--- config.mk ---
export PLATFORM = sky130hd
export DESIGN_NAME = vid_out_resync
export DESIGN_NICKNAME = d
export VERILOG_FILES = /design/src/rtl/vor_pkg.sv /design/src/rtl/vor_timing.sv /design/src/rtl/vor_fifo.sv /design/src/rtl/vor_ctrl.sv /design/src/rtl/vid_out_resync.sv
export SDC_FILE = /design/constraint.sdc
export NUM_CORES = 1
export LEC_CHECK = 0
export ABC_AREA = 0
export BUFFER_PORTS_ARGS = -buffer_cell sky130_fd_sc_hd__buf_2
export CAP_MARGIN = 20
export CORE_MARGIN = 2
export CORE_UTILIZATION = 25
export DETAILED_ROUTE_END_ITERATION = 8
export PLACE_DENSITY = 0.52
export SLEW_MARGIN = 10
export SYNTH_ARGS = -nofsm -noshare
export SYNTH_HDL_FRONTEND = slang
export SYNTH_SLANG_ARGS = --single-unit
--- constraint.sdc ---
create_clock -name clk -period 2.6 [get_ports clk]
set_clock_uncertainty 0.05 [all_clocks]
set_input_delay 0.26 -clock clk [delete_from_list [all_inputs] [get_ports clk]]
set_output_delay 0.26 -clock clk [all_outputs]
set_load 0.03 [all_outputs]
--- src/rtl/vor_pkg.sv ---
package vor_pkg;

    typedef enum logic [1:0] {
        ST_FLUSH = 2'd0,
        ST_ARM   = 2'd1,
        ST_RUN   = 2'd2
    } vor_state_e;

    typedef struct packed {
        logic de;
        logic hs;
        logic vs;
        logic sof;
    } vor_tim_t;

endpackage

--- src/rtl/vor_timing.sv ---
module vor_timing
    import vor_pkg::*;
#(
    parameter int H_ACTIVE = 4,
    parameter int H_BLANK  = 3,
    parameter int H_SYNC   = 1,
    parameter int V_ACTIVE = 3,
    parameter int V_BLANK  = 2,
    parameter int V_SYNC   = 1
) (
    input  logic     clk,
    input  logic     rst_n,
    output vor_tim_t tim_o
);

    localparam int H_TOT = H_ACTIVE + H_BLANK;
    localparam int V_TOT = V_ACTIVE + V_BLANK;
    localparam int HW    = (H_TOT > 1) ? $clog2(H_TOT) : 1;
    localparam int VW    = (V_TOT > 1) ? $clog2(V_TOT) : 1;

    typedef struct packed {
        logic [HW-1:0] h;
        logic [VW-1:0] v;
    } cnt_t;

    cnt_t cnt_d, cnt_q;

    always_comb begin
        cnt_d = cnt_q;
        if (cnt_q.h == HW'(H_TOT - 1)) begin
            cnt_d.h = '0;
            if (cnt_q.v == VW'(V_TOT - 1)) begin
                cnt_d.v = '0;
            end else begin
                cnt_d.v = cnt_q.v + 1'b1;
            end
        end else begin
            cnt_d.h = cnt_q.h + 1'b1;
        end

        tim_o.de  = (int'(cnt_q.h) < H_ACTIVE) && (int'(cnt_q.v) < V_ACTIVE);
        tim_o.hs  = (int'(cnt_q.h) >= H_ACTIVE) && (int'(cnt_q.h) < H_ACTIVE + H_SYNC);
        tim_o.vs  = (int'(cnt_q.v) >= V_ACTIVE) && (int'(cnt_q.v) < V_ACTIVE + V_SYNC);
        tim_o.sof = (cnt_q.h == '0) && (cnt_q.v == '0);
    end

    always_ff @(posedge clk) begin
        if (!rst_n) begin
            cnt_q <= '0;
        end else begin
            cnt_q <= cnt_d;
        end
    end

endmodule

--- src/rtl/vor_fifo.sv ---
module vor_fifo #(
    parameter int DW    = 8,
    parameter int DEPTH = 4
) (
    input  logic          clk,
    input  logic          rst_n,
    input  logic          clr_i,
    input  logic          wr_i,
    input  logic [DW-1:0] wdata_i,
    input  logic          rd_i,
    output logic [DW-1:0] rdata_o,
    output logic          empty_o,
    output logic          full_o
);

    localparam int AW = $clog2(DEPTH);
    localparam int CW = $clog2(DEPTH + 1);

    typedef struct packed {
        logic [AW-1:0] wp;
        logic [AW-1:0] rp;
        logic [CW-1:0] cnt;
    } fst_t;

    fst_t fifo_d, fifo_q;
    logic [DW-1:0] mem_q [DEPTH];
    logic [AW-1:0] wp_inc, rp_inc;

    generate
        if ((DEPTH & (DEPTH - 1)) == 0) begin : g_pow2
            assign wp_inc = fifo_q.wp + 1'b1;
            assign rp_inc = fifo_q.rp + 1'b1;
        end else begin : g_wrap
            assign wp_inc = (fifo_q.wp == AW'(DEPTH - 1)) ? '0 : fifo_q.wp + 1'b1;
            assign rp_inc = (fifo_q.rp == AW'(DEPTH - 1)) ? '0 : fifo_q.rp + 1'b1;
        end
    endgenerate

    always_comb begin
        fifo_d = fifo_q;
        if (clr_i) begin
            fifo_d = '0;
        end else begin
            if (wr_i) begin
                fifo_d.wp = wp_inc;
            end
            if (rd_i) begin
                fifo_d.rp = rp_inc;
            end
            fifo_d.cnt = fifo_q.cnt + CW'(wr_i) - CW'(rd_i);
        end
    end

    assign rdata_o = mem_q[fifo_q.rp];
    assign empty_o = (fifo_q.cnt == '0);
    assign full_o  = (fifo_q.cnt == CW'(DEPTH));

    always_ff @(posedge clk) begin
        if (wr_i && !clr_i) begin
            mem_q[fifo_q.wp] <= wdata_i;
        end
    end

    always_ff @(posedge clk) begin
        if (!rst_n) begin
            fifo_q <= '0;
        end else begin
            fifo_q <= fifo_d;
        end
    end

endmodule

--- src/rtl/vor_ctrl.sv ---
module vor_ctrl
    import vor_pkg::*;
#(
    parameter int DW = 8
) (
    input  logic          clk,
    input  logic          rst_n,
    input  vor_tim_t      tim_i,
    input  logic          in_valid_i,
    input  logic          in_sop_i,
    output logic          in_ready_o,
    input  logic          fifo_empty_i,
    input  logic          fifo_full_i,
    input  logic [DW-1:0] fifo_rdata_i,
    output logic          fifo_wr_o,
    output logic          fifo_rd_o,
    output logic          fifo_clr_o,
    output logic [DW-1:0] px_data_o,
    output logic          px_de_o,
    output logic          px_hs_o,
    output logic          px_vs_o,
    output logic          sticky_o,
    output logic          flush_o
);

    typedef struct packed {
        vor_state_e    st;
        logic          sticky;
        logic          de;
        logic          hs;
        logic          vs;
        logic [DW-1:0] data;
    } ctl_t;

    ctl_t ctl_d, ctl_q;
    logic accept;
    logic show;

    always_comb begin
        ctl_d      = ctl_q;
        fifo_clr_o = 1'b0;
        fifo_rd_o  = 1'b0;
        show       = 1'b0;

        in_ready_o = (ctl_q.st == ST_FLUSH) || !fifo_full_i;
        accept     = in_valid_i && in_ready_o;
        fifo_wr_o  = accept && ((ctl_q.st != ST_FLUSH) || in_sop_i);

        case (ctl_q.st)
            ST_FLUSH: begin
                if (accept && in_sop_i) begin
                    ctl_d.st = ST_ARM;
                end
            end
            ST_ARM: begin
                if (tim_i.sof && !fifo_empty_i) begin
                    show      = 1'b1;
                    fifo_rd_o = 1'b1;
                    ctl_d.st  = ST_RUN;
                end
            end
            ST_RUN: begin
                if (tim_i.de) begin
                    if (!fifo_empty_i) begin
                        show      = 1'b1;
                        fifo_rd_o = 1'b1;
                    end else begin
                        fifo_clr_o   = 1'b1;
                        ctl_d.sticky = 1'b1;
                        ctl_d.st     = ST_FLUSH;
                    end
                end
            end
            default: begin
                fifo_clr_o = 1'b1;
                ctl_d.st   = ST_FLUSH;
            end
        endcase

        ctl_d.de   = tim_i.de;
        ctl_d.hs   = tim_i.hs;
        ctl_d.vs   = tim_i.vs;
        ctl_d.data = show ? fifo_rdata_i : '0;
    end

    always_ff @(posedge clk) begin
        if (!rst_n) begin
            ctl_q.st     <= ST_FLUSH;
            ctl_q.sticky <= 1'b0;
            ctl_q.de     <= 1'b0;
            ctl_q.hs     <= 1'b0;
            ctl_q.vs     <= 1'b0;
            ctl_q.data   <= '0;
        end else begin
            ctl_q <= ctl_d;
        end
    end

    assign px_data_o = ctl_q.data;
    assign px_de_o   = ctl_q.de;
    assign px_hs_o   = ctl_q.hs;
    assign px_vs_o   = ctl_q.vs;
    assign sticky_o  = ctl_q.sticky;
    assign flush_o   = (ctl_q.st == ST_FLUSH);

endmodule

--- src/rtl/vid_out_resync.sv ---
module vid_out_resync
    import vor_pkg::*;
#(
    parameter int DATA_W     = 8,
    parameter int H_ACTIVE   = 4,
    parameter int H_BLANK    = 3,
    parameter int H_SYNC     = 1,
    parameter int V_ACTIVE   = 3,
    parameter int V_BLANK    = 2,
    parameter int V_SYNC     = 1,
    parameter int FIFO_DEPTH = 4
) (
    input  logic              clk,
    input  logic              rst_n,
    input  logic              in_valid,
    output logic              in_ready,
    input  logic [DATA_W-1:0] in_data,
    input  logic              in_sop,
    output logic [DATA_W-1:0] px_data,
    output logic              px_de,
    output logic              px_hsync,
    output logic              px_vsync,
    output logic              underflow_sticky
);

    vor_tim_t          tim;
    logic              fifo_empty;
    logic              fifo_full;
    logic              fifo_wr;
    logic              fifo_rd;
    logic              fifo_clr;
    logic [DATA_W-1:0] fifo_rdata;
    logic              flush_mode;

    vor_timing #(
        .H_ACTIVE (H_ACTIVE),
        .H_BLANK  (H_BLANK),
        .H_SYNC   (H_SYNC),
        .V_ACTIVE (V_ACTIVE),
        .V_BLANK  (V_BLANK),
        .V_SYNC   (V_SYNC)
    ) timing_i (
        .clk   (clk),
        .rst_n (rst_n),
        .tim_o (tim)
    );

    vor_fifo #(
        .DW    (DATA_W),
        .DEPTH (FIFO_DEPTH)
    ) fifo_i (
        .clk     (clk),
        .rst_n   (rst_n),
        .clr_i   (fifo_clr),
        .wr_i    (fifo_wr),
        .wdata_i (in_data),
        .rd_i    (fifo_rd),
        .rdata_o (fifo_rdata),
        .empty_o (fifo_empty),
        .full_o  (fifo_full)
    );

    vor_ctrl #(
        .DW (DATA_W)
    ) ctrl_i (
        .clk          (clk),
        .rst_n        (rst_n),
        .tim_i        (tim),
        .in_valid_i   (in_valid),
        .in_sop_i     (in_sop),
        .in_ready_o   (in_ready),
        .fifo_empty_i (fifo_empty),
        .fifo_full_i  (fifo_full),
        .fifo_rdata_i (fifo_rdata),
        .fifo_wr_o    (fifo_wr),
        .fifo_rd_o    (fifo_rd),
        .fifo_clr_o   (fifo_clr),
        .px_data_o    (px_data),
        .px_de_o      (px_de),
        .px_hs_o      (px_hsync),
        .px_vs_o      (px_vsync),
        .sticky_o     (underflow_sticky),
        .flush_o      (flush_mode)
    );

endmodule

==> metrics.md <==
| Metric | Value |
|---|---|
| Full die area | 0.0110 mm2 |
| Global-route congestion overflow total | 0 |
| Starting DRC count in detailed routing | 64 |
| Highest-count cells in the layout ignoring fill and taps | sky130_fd_sc_hd__edfxtp_1, sky130_fd_sc_hd__dfxtp_1, sky130_fd_sc_hd__buf_2 |
| Clock-pin slew on the worst setup and hold paths | roughly 0.070 ns |
| Crit path time final | between 2 and 2.5 ns |
| CTS Buf Count | 9 |
| Number of global-route vias before repair | between 1,000 and 1,500 |
| Diodes inserted | 0 |
| Via count | about 1,500 |
| Pwr/cell area | 845 mW/mm2 |
| Net switching fraction of the power | between 20% and 30% |
| Final Slew Violations | 0 |
| GRT Util Overall | 8.91% |
| Die H | around 100 um |
| Cts-stage hold buffer count | 0 |
| Crit path launch type | flop |
| CP Cell Sequence | inv_1 -> ha_2 -> or4b_4 -> nand3_2 -> xnor2_1 -> ha_2 -> inv_1 -> fa_1 -> xor2_1 -> xnor2_1 -> nor2_1 |
| Number of non-filler instances in the completed layout | 359 |
| Net count after synthesis | roughly 220 |
| Cell chosen for the clock root | sky130_fd_sc_hd__clkbuf_8 |
| Sequential fraction of design power | 44.5% |
| Run status | finished clean |
| Cell Rows | 36 |
| Synth-to-Final Area Change | 21.1% |
| Number of detailed-routing iterations run before antenna repair | 4 |
| Xor-xnor portion of the synthesized cell area | 1.38% |
| Critical path type | reg2reg |
| F_max | between 400 and 500 MHz |
| Period Utilization, post-route | a little over nine tenths |
| Net switching power | ~0.7 mW |
| Routed len/inst | 12.1 um |
| Critical-path cell with the highest stage delay | sky130_fd_sc_hd__or4b_4 |
| Max Cap Viol | 0 |
| Arrival time at the worst endpoint | about 2.6 ns |
| Leakage | ~1.2 nW |
| Post-Synth Simple-Gate Area | ~12% |
| Number of instances in the placed design | about 340 |
| Critical Path Fanout Max | 4 |
| Bufs and invs on worst path | 2 |
| Post-synthesis share of cell area spent on full adders, half adders and majority gates | 8.67% |
| Number of gates on the worst path with buffers counted | 11 |
| Leading register cell type out of synthesis | sky130_fd_sc_hd__edfxtp_1 |
| Delay of the slowest critical-path stage | 0.49 ns |
| Internal cell power | 1.92 mW |
| Synthesized area per cell | between 10 and 15 um2 |
| Portion of netlist area occupied by mux cells | a little under 9% |
| Tightest slew margin relative to the limit | between 50 and 60% |
| Maximum level of the CTS H-tree | 3 |
| Count of filler cells inserted in the layout | 1,024 |
| Initial core utilization | 25.9% |
| Dominant delay contributor by cell family on the critical path | adder cells |
| Gpl congestion | around 0.7 |
| Post-synth EDFFs | 32 |
| Number of cells produced by synthesis | about 190 |
| Hold/Removal Path Class | in2reg |
| Number of warnings issued by yosys | 0 |
| Die Wd | roughly 100 um |
| Area fraction in compound gates after synthesis | under 10% |
| Sum of net half-perimeters after detailed placement | 3010 um |
| Clock network power share | a little over a third |
| Final Net Count | 250 |
| Initial antenna violation count | 0 |
| Critical path capture point type | flop |
| Routed length on met3 | around 240 um |
| Final core area utilization | between 30% and 40% |
| Cell depth of the worst flop-to-flop path | 11 |
| Worst IR drop on VDD | approximately 440 uV |
| Maximum number of pins on one net before global-route repair | 17 |
| Combinational family with the most area after synthesis | simple AND/OR/NAND/NOR gates |
| Port bufs | 24 |
| Uppermost layer routed | met4 |
| Hold path depth | 1 |
| Share of post-route cells with drive strength above 1 | approximately a third |
| Antenna Nets Post-Route | 0 |
| Proportion of synthesized flip-flops having asynchronous set or reset | 0% |
| Sink count of the clock tree | 59 |
| Final number of hold-violating endpoints | 0 |
| Vias per cell | 4.08 |
| Measured slew at the worst slew-check pin | around 0.65 ns |
| Part of the Yosys area used for sequential elements | 59.1% |
| FF+latch count, synth | 59 |
| I/O pin count | 25 |
| CTS tree | built |
| Post-synthesis cell area | between 0.002 and 0.003 mm2 |
| Final setup fails | 0 |
| Area inside the core boundary | roughly 0.0098 mm2 |
| Global-route wire length before repair | 7300 um |
| Share of power burned in combinational logic | between 20% and 30% |
| Total met2 wirelength after detailed routing | 2110 um |
| Required time of the worst setup path | 2.77 ns |
| Met1 routed wirelength after detailed routing | 1970 um |
| Remaining routing DRC violations | 0 |
| Worst-case clock buffer depth | 2 |
| Post-synthesis cell type count | 43 |
| Clock insertion delay at the later pin of the skew report | 0.33 ns |
| Leading cell type in the layout, fill and taps excluded | sky130_fd_sc_hd__edfxtp_1 |
| Total length of routed wires | 4340 um |
-- cell usage after synthesis, drive strengths merged, types with 3 or more instances --
master  count  area share (%)
dfxtp      27              21
and3        4             1.0
nor3        3            0.59
inv        12             1.8
a21oi       4            0.94
buf         9             2.5
o21ai       3            0.59
nand2       8             1.2
and2        8             2.0
nor2b      10             2.5
xnor2       3             1.0
mux2i       4             1.6
ha         16             7.9
nand3       3            0.59
edfxtp     32              38
clkbuf      3            0.49
mux4        8             7.1
nor2        9             1.3
-- worst reg2reg max path, stage by stage (launching register included) --
cell                      delay (ns)
sky130_fd_sc_hd__dfxtp_2        0.35
sky130_fd_sc_hd__inv_1          0.08
sky130_fd_sc_hd__ha_2           0.20
sky130_fd_sc_hd__or4b_4         0.49
sky130_fd_sc_hd__nand3_2        0.10
sky130_fd_sc_hd__xnor2_1        0.12
sky130_fd_sc_hd__ha_2           0.18
sky130_fd_sc_hd__inv_1          0.04
sky130_fd_sc_hd__fa_1           0.36
sky130_fd_sc_hd__xor2_1         0.18
sky130_fd_sc_hd__xnor2_1        0.13
sky130_fd_sc_hd__nor2_1         0.05
-- power by group through the flow --
stage	clock (mW)	sequential (mW)	combinational, mW
after global routing	0.986	1.17	0.599
after detailed placement	0	1.18	0.523
after floorplan	0	1.17	0.379
final	0.905	1.16	0.537
after global placement	0	1.17	0.518
after CTS	0.940	1.16	0.526
-- repair_timing --
action,4_1_cts,5_1_grt
buffers inserted,0,2
resized for setup,0,4
setup endpoints to repair,0,1
-- cells by family (layout without fill, tap and decap cells) --
logic type | count (synthesis) | after routing
compound gates | 17 | 17
xor+xnor | 4 | 4
fa+ha+maj | 17 | 17
buf+inv | 24 | 64
flops | 59 | 59
mux | 12 | 12
simple gates | 53 | 53
-- per-stage QoR --
stage	TNS, ns	hold slack, ns	worst slack (ns)	area [um2]	total power [mW]
after floorplan	0	0.309	0.0418	2550	1.55
after global placement	0	0.396	0.175	2840	1.69
after detailed placement	0	0.398	0.0976	2840	1.70
after CTS	0	0.0703	0.0847	3050	2.62
after global routing	-0.00663	0.0743	-0.00663	3080	2.76
final	0	0.0954	0.156	3080	2.60
-- path summary, 6_finish.rpt --
check        slack, ns                 end        startpoint
min                0.1  fifo_i.mem_q[0][7]        in_data[7]
max               0.16    fifo_i.fifo_q[2]  ctrl_i.ctl_q[12]
max reg2reg       0.16    fifo_i.fifo_q[2]  ctrl_i.ctl_q[12]
min reg2reg       0.41     ctrl_i.sticky_o   ctrl_i.sticky_o
-- per-layer routing --
| metal | global-route usage, % | vias up |
|---|---|---|
| met3 | 4.37 | 4 |
| met2 | 13.7 | 28 |
| met4 | 3.71 | 0 |
| met5 | 0 | - |
| li1 | - | 721 |
| met1 | 10.6 | 712 |
-- sequential cells by signal, indices dropped and copies added, names as in the netlist --
| signal | count |
|---|---|
| fifo_i.mem_q | 32 |
| ctrl_i.px_data_o | 8 |
| fifo_i.fifo_q | 7 |
| timing_i.cnt_q | 6 |
| ctrl_i.ctl_q | 2 |
| ctrl_i.px_de_o | 1 |
| ctrl_i.px_hs_o | 1 |
| ctrl_i.px_vs_o | 1 |
| ctrl_i.sticky_o | 1 |
-- area by class of cell --
type                       count  area (um2)  area share, %
clock buffer                  11         141           4.60
inverter                      12        45.0           1.46
tap                          133         166           5.41
multi-input combinational    103         932           30.3
timing repair buffer          36         210           6.83
clock inverter                 5        77.6           2.52
sequential                    59        1500           48.9
Power figures use the tool's default switching activity.
